===== config.mk =====
export PLATFORM = sky130hd
export DESIGN_NAME = lcv_frame_sync
export DESIGN_NICKNAME = d
export VERILOG_FILES = /design/src/rtl/lcv_pkg.sv /design/src/rtl/lcv_ami_decoder.sv /design/src/rtl/lcv_align_tracker.sv /design/src/rtl/lcv_sat_counter.sv /design/src/rtl/lcv_frame_sync.sv
export SDC_FILE = /design/constraint.sdc
export NUM_CORES = 1
export LEC_CHECK = 0
export BUFFER_PORTS_ARGS = -buffer_cell sky130_fd_sc_hd__buf_4
export CORE_MARGIN = 3
export CORE_UTILIZATION = 40
export CTS_BUF_LIST = sky130_fd_sc_hd__clkbuf_16
export CTS_CLUSTER_SIZE = 20
export DETAILED_ROUTE_END_ITERATION = 7
export GPL_ROUTABILITY_DRIVEN = 1
export HOLD_SLACK_MARGIN = 0.06
export PLACE_DENSITY_LB_ADDON = 0.15
export SETUP_SLACK_MARGIN = 0.4
export SYNTH_ARGS = -nofsm -noshare
export SYNTH_HDL_FRONTEND = slang
export SYNTH_HIERARCHICAL = 1
export SYNTH_SLANG_ARGS = --single-unit

===== constraint.sdc =====
create_clock -name clk -period 7.8 [get_ports clk]
set_input_delay 1.17 -clock clk [delete_from_list [all_inputs] [get_ports clk]]
set_output_delay 1.17 -clock clk [all_outputs]
set_load 0.03 [all_outputs]

===== src/rtl/lcv_pkg.sv =====
package lcv_pkg;
  typedef enum logic [1:0] {
    ST_HUNT    = 2'd0,
    ST_CONFIRM = 2'd1,
    ST_SYNC    = 2'd2
  } align_state_t;

  typedef struct packed {
    logic data;
    logic viol;
    logic illegal;
  } sym_t;

  localparam sym_t SYM_IDLE = '{data: 1'b1, viol: 1'b0, illegal: 1'b0};
endpackage


===== src/rtl/lcv_ami_decoder.sv =====
module lcv_ami_decoder
  import lcv_pkg::*;
(
  input  logic clk,
  input  logic rst,
  input  logic bit_en,
  input  logic mark_p,
  input  logic mark_n,
  output sym_t sym_o,
  output logic sym_vld_o
);
  logic have_mark_q;
  logic last_neg_q;

  always_ff @(posedge clk) begin
    if (rst) begin
      sym_o       <= SYM_IDLE;
      sym_vld_o   <= 1'b0;
      have_mark_q <= 1'b0;
      last_neg_q  <= 1'b0;
    end else begin
      sym_vld_o <= bit_en;
      if (bit_en) begin
        unique case ({mark_p, mark_n})
          2'b11: sym_o <= '{data: 1'b0, viol: 1'b0, illegal: 1'b1};
          2'b10, 2'b01: begin
            sym_o <= '{data: 1'b0,
                       viol: have_mark_q && (last_neg_q == mark_n),
                       illegal: 1'b0};
            have_mark_q <= 1'b1;
            last_neg_q  <= mark_n;
          end
          default: sym_o <= SYM_IDLE;
        endcase
      end
    end
  end
endmodule


===== src/rtl/lcv_align_tracker.sv =====
module lcv_align_tracker
  import lcv_pkg::*;
#(
  parameter int FRAME_LEN   = 48,
  parameter int SPAN        = 14,
  parameter int SYNC_HITS   = 3,
  parameter int LOSS_MISSES = 3,
  localparam int POS_W  = $clog2(FRAME_LEN),
  localparam int HIT_W  = $clog2(SYNC_HITS + 1),
  localparam int MISS_W = $clog2(LOSS_MISSES + 1)
) (
  input  logic             clk,
  input  logic             rst,
  input  logic             vld,
  input  logic             viol,
  output logic [POS_W-1:0] pos_o,
  output logic             frame_start_o,
  output logic             in_sync_o,
  output logic             err_hit_o
);
  align_state_t      st_q, st_n;
  logic [HIT_W-1:0]  hits_q, hits_n;
  logic [MISS_W-1:0] miss_q, miss_n;
  logic              aux_q, aux_n;
  logic [POS_W-1:0]  cur_pos, pos_n;
  logic              in_window, err_hit;

  assign cur_pos   = (pos_o == POS_W'(FRAME_LEN - 1)) ? '0 : pos_o + 1'b1;
  assign in_window = (cur_pos >= POS_W'(2)) && (cur_pos <= POS_W'(SPAN)) && !aux_q;

  always_comb begin
    st_n    = st_q;
    pos_n   = cur_pos;
    hits_n  = hits_q;
    miss_n  = miss_q;
    aux_n   = (cur_pos == '0) ? 1'b0 : aux_q;
    err_hit = 1'b0;
    unique case (st_q)
      ST_HUNT: begin
        if (viol) begin
          st_n   = ST_CONFIRM;
          pos_n  = '0;
          hits_n = HIT_W'(1);
          aux_n  = 1'b0;
        end
      end
      ST_CONFIRM: begin
        if (cur_pos == '0) begin
          if (!viol) begin
            st_n   = ST_HUNT;
            hits_n = '0;
          end else if (hits_q + 1'b1 == HIT_W'(SYNC_HITS)) begin
            st_n   = ST_SYNC;
            hits_n = '0;
            miss_n = '0;
          end else begin
            hits_n = hits_q + 1'b1;
          end
        end
      end
      ST_SYNC: begin
        if (cur_pos == '0) begin
          if (viol) begin
            miss_n = '0;
          end else if (miss_q + 1'b1 == MISS_W'(LOSS_MISSES)) begin
            st_n   = ST_HUNT;
            miss_n = '0;
          end else begin
            miss_n = miss_q + 1'b1;
          end
        end else if (viol) begin
          if (in_window) aux_n = 1'b1;
          else           err_hit = 1'b1;
        end
      end
      default: st_n = ST_HUNT;
    endcase
  end

  assign err_hit_o = vld && err_hit;

  always_ff @(posedge clk) begin
    if (rst) begin
      st_q          <= ST_HUNT;
      hits_q        <= '0;
      miss_q        <= '0;
      aux_q         <= 1'b0;
      pos_o         <= '0;
      frame_start_o <= 1'b0;
      in_sync_o     <= 1'b0;
    end else if (vld) begin
      st_q          <= st_n;
      hits_q        <= hits_n;
      miss_q        <= miss_n;
      aux_q         <= aux_n;
      pos_o         <= pos_n;
      frame_start_o <= (pos_n == '0) && (st_n != ST_HUNT);
      in_sync_o     <= (st_n == ST_SYNC);
    end
  end
endmodule


===== src/rtl/lcv_sat_counter.sv =====
module lcv_sat_counter #(
  parameter int W = 8
) (
  input  logic         clk,
  input  logic         rst,
  input  logic         inc,
  output logic [W-1:0] cnt
);
  always_ff @(posedge clk) begin
    if (rst)                   cnt <= '0;
    else if (inc && cnt != '1) cnt <= cnt + 1'b1;
  end
endmodule


===== src/rtl/lcv_frame_sync.sv =====
module lcv_frame_sync
  import lcv_pkg::*;
#(
  parameter int FRAME_LEN   = 48,
  parameter bit NT_TO_TE    = 1'b1,
  parameter int SYNC_HITS   = 3,
  parameter int LOSS_MISSES = 3,
  parameter int ERR_W       = 8,
  localparam int POS_W = $clog2(FRAME_LEN),
  localparam int SPAN  = NT_TO_TE ? 14 : 13
) (
  input  logic             clk,
  input  logic             rst,
  input  logic             bit_en,
  input  logic             mark_p,
  input  logic             mark_n,
  output logic             rx_data,
  output logic             viol,
  output logic             illegal,
  output logic [POS_W-1:0] bit_pos,
  output logic             frame_start,
  output logic             in_sync,
  output logic [ERR_W-1:0] err_count
);
  sym_t dec_sym, sym_q;
  logic dec_vld, err_hit;

  lcv_ami_decoder u_dec (
    .clk       (clk),
    .rst       (rst),
    .bit_en    (bit_en),
    .mark_p    (mark_p),
    .mark_n    (mark_n),
    .sym_o     (dec_sym),
    .sym_vld_o (dec_vld)
  );

  lcv_align_tracker #(
    .FRAME_LEN   (FRAME_LEN),
    .SPAN        (SPAN),
    .SYNC_HITS   (SYNC_HITS),
    .LOSS_MISSES (LOSS_MISSES)
  ) u_align (
    .clk           (clk),
    .rst           (rst),
    .vld           (dec_vld),
    .viol          (dec_sym.viol),
    .pos_o         (bit_pos),
    .frame_start_o (frame_start),
    .in_sync_o     (in_sync),
    .err_hit_o     (err_hit)
  );

  lcv_sat_counter #(.W(ERR_W)) u_err (
    .clk (clk),
    .rst (rst),
    .inc (err_hit),
    .cnt (err_count)
  );

  always_ff @(posedge clk) begin
    if (rst)          sym_q <= SYM_IDLE;
    else if (dec_vld) sym_q <= dec_sym;
  end

  assign rx_data = sym_q.data;
  assign viol    = sym_q.viol;
  assign illegal = sym_q.illegal;
endmodule


# == After elaboration in Yosys (flattened, before gate mapping) ==
# Index checks and enable logic that the tools add are counted.
# totals
regBits,32
latch_bits,0
ram_bits,0
mem_bits_ro,0
inputBits,5
output_inout_bits,19
word_cells,90
mem_count,0
# classes
addsub,4
mul,0
div_mod_pow,0
order_cmp,2
n_eq_ne,16
shift,0
mux,34
n_bitwise,0
n_reduce_logical,17
# op_table
operator,count
2-bit two-way mux,17
6-bit two-way mux,3
2-bit equality test (second input constant),6
6-bit zero test,2
1-bit two-way mux,9
8-bit by 1-bit adder with 8-bit output (second input constant),1
8-bit != test (second input constant),1
2-bit one-hot mux with 2 select lines,2
6-bit by 1-bit adder with 6-bit output (second input constant),1
6-bit equality test (second input constant),1
6-bit by 2-bit >= comparator with 1-bit output (second input constant),1
6-bit by 4-bit less-or-equal comparator with 1-bit output (second input constant),1
1-bit logical AND,6
2-bit by 1-bit != test with 1-bit output (second input constant),3
2-bit one-hot mux with 3 select lines,1
3-bit one-hot mux with 2 select lines,1
6-bit AND reduction,1
2-bit nonzero test,3
2-bit by 1-bit adder with 2-bit output (second input constant),2
2-bit by 1-bit equality test with 1-bit output (second input constant),2
2-bit != test (second input constant),2
4-bit AND reduction,1
2-bit zero test,1
1-bit one-hot mux with 2 select lines,1
other kinds (4),4

# == Depth between registers and ports, before layout ==
# logic_depth
word_depth,11
ltp_mapped,10
depth_no_buf,9

# == Cells and area by module ==
# The synthesis kept the hierarchy.
# by_module_without_submodules
module,instances,cells_each,area_per_inst_um2,seq_area_each_um2
lcv_align_tracker,1,142,1077.3,300.3
lcv_sat_counter,1,46,430.4,160.2
lcv_ami_decoder,1,26,259.0,120.1
lcv_frame_sync,1,9,102.6,60.1

# == Least setup slack after synthesis ==
# Ideal clock, no wire load.
# synth_path
kind,register to register
startpoint,reg u_align.pos_o[1]
endpoint,reg u_err.cnt[3]
arrival_time_ns,2.723
required_time_ns,7.731
setup_slack_ns,5.008
path_stages_with_launch,11
n_path_buf,1
period_less_slack_ns,2.792
path_cell_list,dfxtp_1 -> buf_6 -> inv_1 -> ha_1 -> or3_1 -> o21a_1 -> a211oi_1 -> o311a_1 -> nand4_1 -> or3_2 -> o21ai_1
# synth_between
elab_chain_len,11
# synth_rtl
item,line,text
start: declaration,lcv_align_tracker.sv:16,"output logic [POS_W-1:0] pos_o,"
start signal: assignment,lcv_align_tracker.sv:96,pos_o <= pos_n;
6-bit by 1-bit adder with 6-bit output or 6-bit equality test (tied branches),lcv_align_tracker.sv:28,assign cur_pos = (pos_o == POS_W'(FRAME_LEN - 1)) ? '0 : pos_o + 1'b1;
6-bit two-way mux *,lcv_align_tracker.sv:28,
6-bit by 2-bit >= comparator with 1-bit output or 6-bit by 4-bit less-or-equal comparator with 1-bit output (tied branches),lcv_align_tracker.sv:29,assign in_window = (cur_pos >= POS_W'(2)) && (cur_pos <= POS_W'(SPAN)) && !aux_q;
1-bit logical AND (2 in series),lcv_align_tracker.sv:29,
1-bit two-way mux,lcv_align_tracker.sv:72,if (in_window) aux_n = 1'b1;
1-bit two-way mux,lcv_align_tracker.sv:71,end else if (viol) begin
1-bit two-way mux *,lcv_align_tracker.sv:62,if (cur_pos == '0) begin
1-bit two-way mux *,lcv_align_tracker.sv:38,unique case (st_q)
1-bit logical AND *,lcv_align_tracker.sv:80,assign err_hit_o = vld && err_hit;
via err_hit,lcv_frame_sync.sv:26,"logic dec_vld, err_hit;"
1-bit logical AND *,lcv_sat_counter.sv:11,else if (inc && cnt != '1) cnt <= cnt + 1'b1;
end signal: assignment,lcv_sat_counter.sv:11,
end: declaration,lcv_sat_counter.sv:7,output logic [W-1:0] cnt
# The timed path passes the listed nets; every way through them passes the cells marked *.
# A chain may end at the register's enable or synchronous reset.

# == Final worst setup path ==
# layout_path
startpoint,reg u_align.pos_o[0]
endpoint,reg u_err.cnt[3]
# Same word-level chain as after synthesis.

==> flow_summary_export.csv <==
group,metric,value,unit
power,leakagePower,0.8103,nW
detailed_routing,drt_first_pass_iters,4,
global_route,grt_pass1_wl,6541,um
sta,hold_viol_final,0,
power,ir_drop,0.00008525,V
cts,cts_buffer_depth,2,
detailed_routing,avgViaCountPerCell,5.709,
final_layout,fin_nets,249,
power,p_int,0.0003259,W
sta,setup_tns,0,ns
global_route,grt_max_degree,34,
final_layout,fin_area,2191,um2
synthesis,ys_types,54,
detailed_routing,antenna_left,0,
sta,clock_skew,0.002842,ns
final_layout,area_growth,17.20,%
cts,numClockSinks,32,
sta,slew_headroom,0.5829,
cts,numCtsBuffers,5,
detailed_routing,drc,0,
cts,path_clk_slew,0.05,ns
sta,setup_viol,0,
die,rows,24,
outcome,status,"completed",
final_layout,post_route_cells_drive_above_1_share,0.1792,
power,combPwrFrac,0.057,
detailed_routing,wl,4070,um
job,cap_violations,0,
worst_setup_path,reg2reg_slack,4.79,ns
synthesis,synth_nets,233,
global_route,grt_usage,0.1520,
synthesis,synthArstFlopShare,0,
power,seqPwrFrac,0.410,
final_layout,nFillCells,437,
synthesis,synth_ff_type,"dfxtp_1",
worst_setup_path,end_kind,"register",
sta,timing.fmax,332.1,MHz
die,dieArea,5529,um2
die,floorplan.die.width,74.36,um
die,die_h,74.36,um
die,io_pins,24,
worst_setup_path,crit_path_start_kind,"register",
min_path,min_path_type,"reg2reg",
power,switching_power,0.00009106,W
detailed_routing,num_vias,1667,
power,sw_frac_of_total,0.2184,
placement,place_congestion,0.8676,
worst_setup_path,cp_data_arrival_time,3.22,ns
detailed_routing,drtIter0Drc,195,
placement,io_buffers,23,
cts,hold_buffers,0,
detailed_routing,routedWlPerCell,13.94,um
synthesis,syn_avg_cell_area,8.382,um2
cts,clockRootBuffer,"clkbuf_16",
synthesis,netlist_instances,223,
worst_setup_path,crit_type,"reg2reg",
die,start_util,0.4206,
global_route,overflow,0,
final_layout,antenna_cells,0,
placement,place_hpwl,2764,um
sta,worst_pin_slew,0.6191,ns
cts,cts_setup_buffers,0,
final_layout,utilization,0.4930,
power,powerDensity,190.3,nW/um2
power,clockPowerShare,0.533,
cts,cts_resized,0,
worst_setup_path,cp.required,8.01,ns
worst_setup_path,cp_max_fo,12,
sta,period_share,0.3861,
sta,rsz0062_at_grt,"no",
global_route,grt_pass1_vias,1420,
die,fp.coreArea,4444,um2
cts,htreeDepth,2,
synthesis,ys_seq_area_frac,0.3427,
global_route,antenna_found_initial,0,
synthesis,yosys_warnings,6,
placement,placed_cell_area,2023,um2
cts,cts_tree,"yes",
synthesis,synth_area,1869,um2
sta,fin_crit,3.011,ns
sta,drv_slew,0,
synthesis,synth_edf_count,0,
cts,insertion_delay,0.28,ns
synthesis,ys_ff_latch,32,
-- synthesized netlist by cell type, types with 2 or more instances --
master | count | share of area
inv_1 | 6 | 0.012
nor2b_1 | 4 | 0.013
nand3b_1 | 3 | 0.012
a211oi_1 | 5 | 0.020
mux2i_1 | 6 | 0.032
a2bb2oi_1 | 2 | 0.0094
nand2b_1 | 7 | 0.023
buf_6 | 3 | 0.018
xor2_1 | 2 | 0.0094
o21a_1 | 2 | 0.0080
dfxtp_1 | 32 | 0.34
nor2_1 | 20 | 0.040
o21bai_1 | 2 | 0.0080
buf_2 | 4 | 0.011
o21ai_1 | 2 | 0.0054
a311oi_1 | 2 | 0.0094
a211o_1 | 4 | 0.019
ha_1 | 5 | 0.033
nor3_1 | 7 | 0.019
and3_1 | 3 | 0.010
o21ai_0 | 7 | 0.019
a21oi_1 | 25 | 0.067
nand3_1 | 7 | 0.019
nand2_1 | 17 | 0.034
xnor2_1 | 3 | 0.014
a31oi_1 | 2 | 0.0067
o311a_1 | 2 | 0.011
nor4_1 | 4 | 0.013
and4_1 | 2 | 0.0094
clkbuf_1 | 6 | 0.012
nand4_1 | 4 | 0.013
-- worst paths after layout --
path / depth (start not counted) / endpoint / from
max: 9 / u_err/cnt[3] / u_align/pos_o[0]
min: 2 / u_dec/last_neg_q / u_dec/last_neg_q
max reg2reg: 9 / u_err/cnt[3] / u_align/pos_o[0]
min reg2reg: 2 / u_dec/last_neg_q / u_dec/last_neg_q
-- kinds of logic after synthesis --
family	Yosys count	share of synthesized area
AO/OA/AOI/OAI	61	0.2256
flip-flops	32	0.3427
buffers and inverters	22	0.06091
adder cells (fa/ha/maj)	5	0.03347
XOR/XNOR	5	0.02343
AND/OR/NAND/NOR	91	0.2738
multiplexers	7	0.04016
-- power groups by stage --
| stage | registers, W | clock network (W) | logic (W) |
|---|---|---|---|
| 4_1_cts | 0.000171 | 0.000227 | 0.0000238 |
| 6_report | 0.000171 | 0.000222 | 0.0000236 |
| 3_5_place_dp | 0.000175 | 0 | 0.0000236 |
| 2_1_floorplan | 0.000174 | 0 | 0.0000168 |
| 3_3_place_gp | 0.000174 | 0 | 0.0000238 |
| 5_1_grt | 0.000172 | 0.000232 | 0.0000261 |
-- area by class of cell --
type                       instances  area [um2]  share of cell area
clock buffer                       5       125.1             0.05711
clock inverter                     3       42.54             0.01942
inverter                           8       30.03             0.01371
multi-input combinational        169        1115              0.5089
sequential                        32       640.6              0.2924
tap                               52       65.06             0.02970
timing repair buffer              23       172.7             0.07881
-- routing by layer --
layer	up-vias	GRT usage	wire [um]
met5	-	0	0
li1	842	-	-
met4	0	0.06719	69
met3	10	0.04054	220
met2	57	0.2322	1907
met1	758	0.2008	1872
-- layout by cell type (no fill, tap or decap), types with 2 or more instances in the layout --
cell       count
nand4_1        4
a211o_1        4
nand2_1       17
buf_4         23
nand3b_1       3
nor2_1        20
a31oi_1        2
nor3_1         7
and3_1         3
nor2b_1        4
dfxtp_1       32
a21oi_1       25
o21ai_0        7
mux2i_1        6
o311a_1        2
nor4_1         4
a2bb2oi_1      2
inv_1          6
a211oi_1       5
o21ai_1        2
and4_1         2
o21a_1         2
ha_1           5
clkbuf_16      5
nand2b_1       7
o21bai_1       2
a311oi_1       2
nand3_1        7
xnor2_1        3
xor2_1         2
-- through the flow --
stage / hold slack (ns) / std cells / total power [W] / setup WS, ns
after global routing: 0.4840 / 292 / 0.0004294 / 4.560
after global placement: 0.4427 / 284 / 0.0001982 / 4.944
after floorplan: 0.4282 / 223 / 0.0001906 / 5.008
after CTS: 0.4702 / 292 / 0.0004220 / 4.858
after detailed placement: 0.4584 / 284 / 0.0001982 / 4.868
final: 0.4666 / 292 / 0.0004170 / 4.789
-- state kept, by name, indices dropped and copies added, names as in the netlist --
register,flops
u_align/miss_q,2
u_dec/sym_o,3
u_align/hits_q,2
rx_data,1
u_align/aux_q,1
u_align/pos_o,6
viol,1
u_align/in_sync_o,1
u_dec/last_neg_q,1
u_align/frame_start_o,1
illegal,1
u_err/cnt,8
u_dec/sym_vld_o,1
u_dec/have_mark_q,1
u_align/st_q,2
-- critical path, stage by stage (launching register included) --
cell and delay [ns]:
dfxtp_1 0.52, ha_1 0.42, nand2b_1 0.17, a21oi_1 0.28, xor2_1 0.13, nor4_1 0.41
o311a_1 0.33, nand4_1 0.17, or3_2 0.43, o21ai_1 0.08
Power figures use the tool's default switching activity.
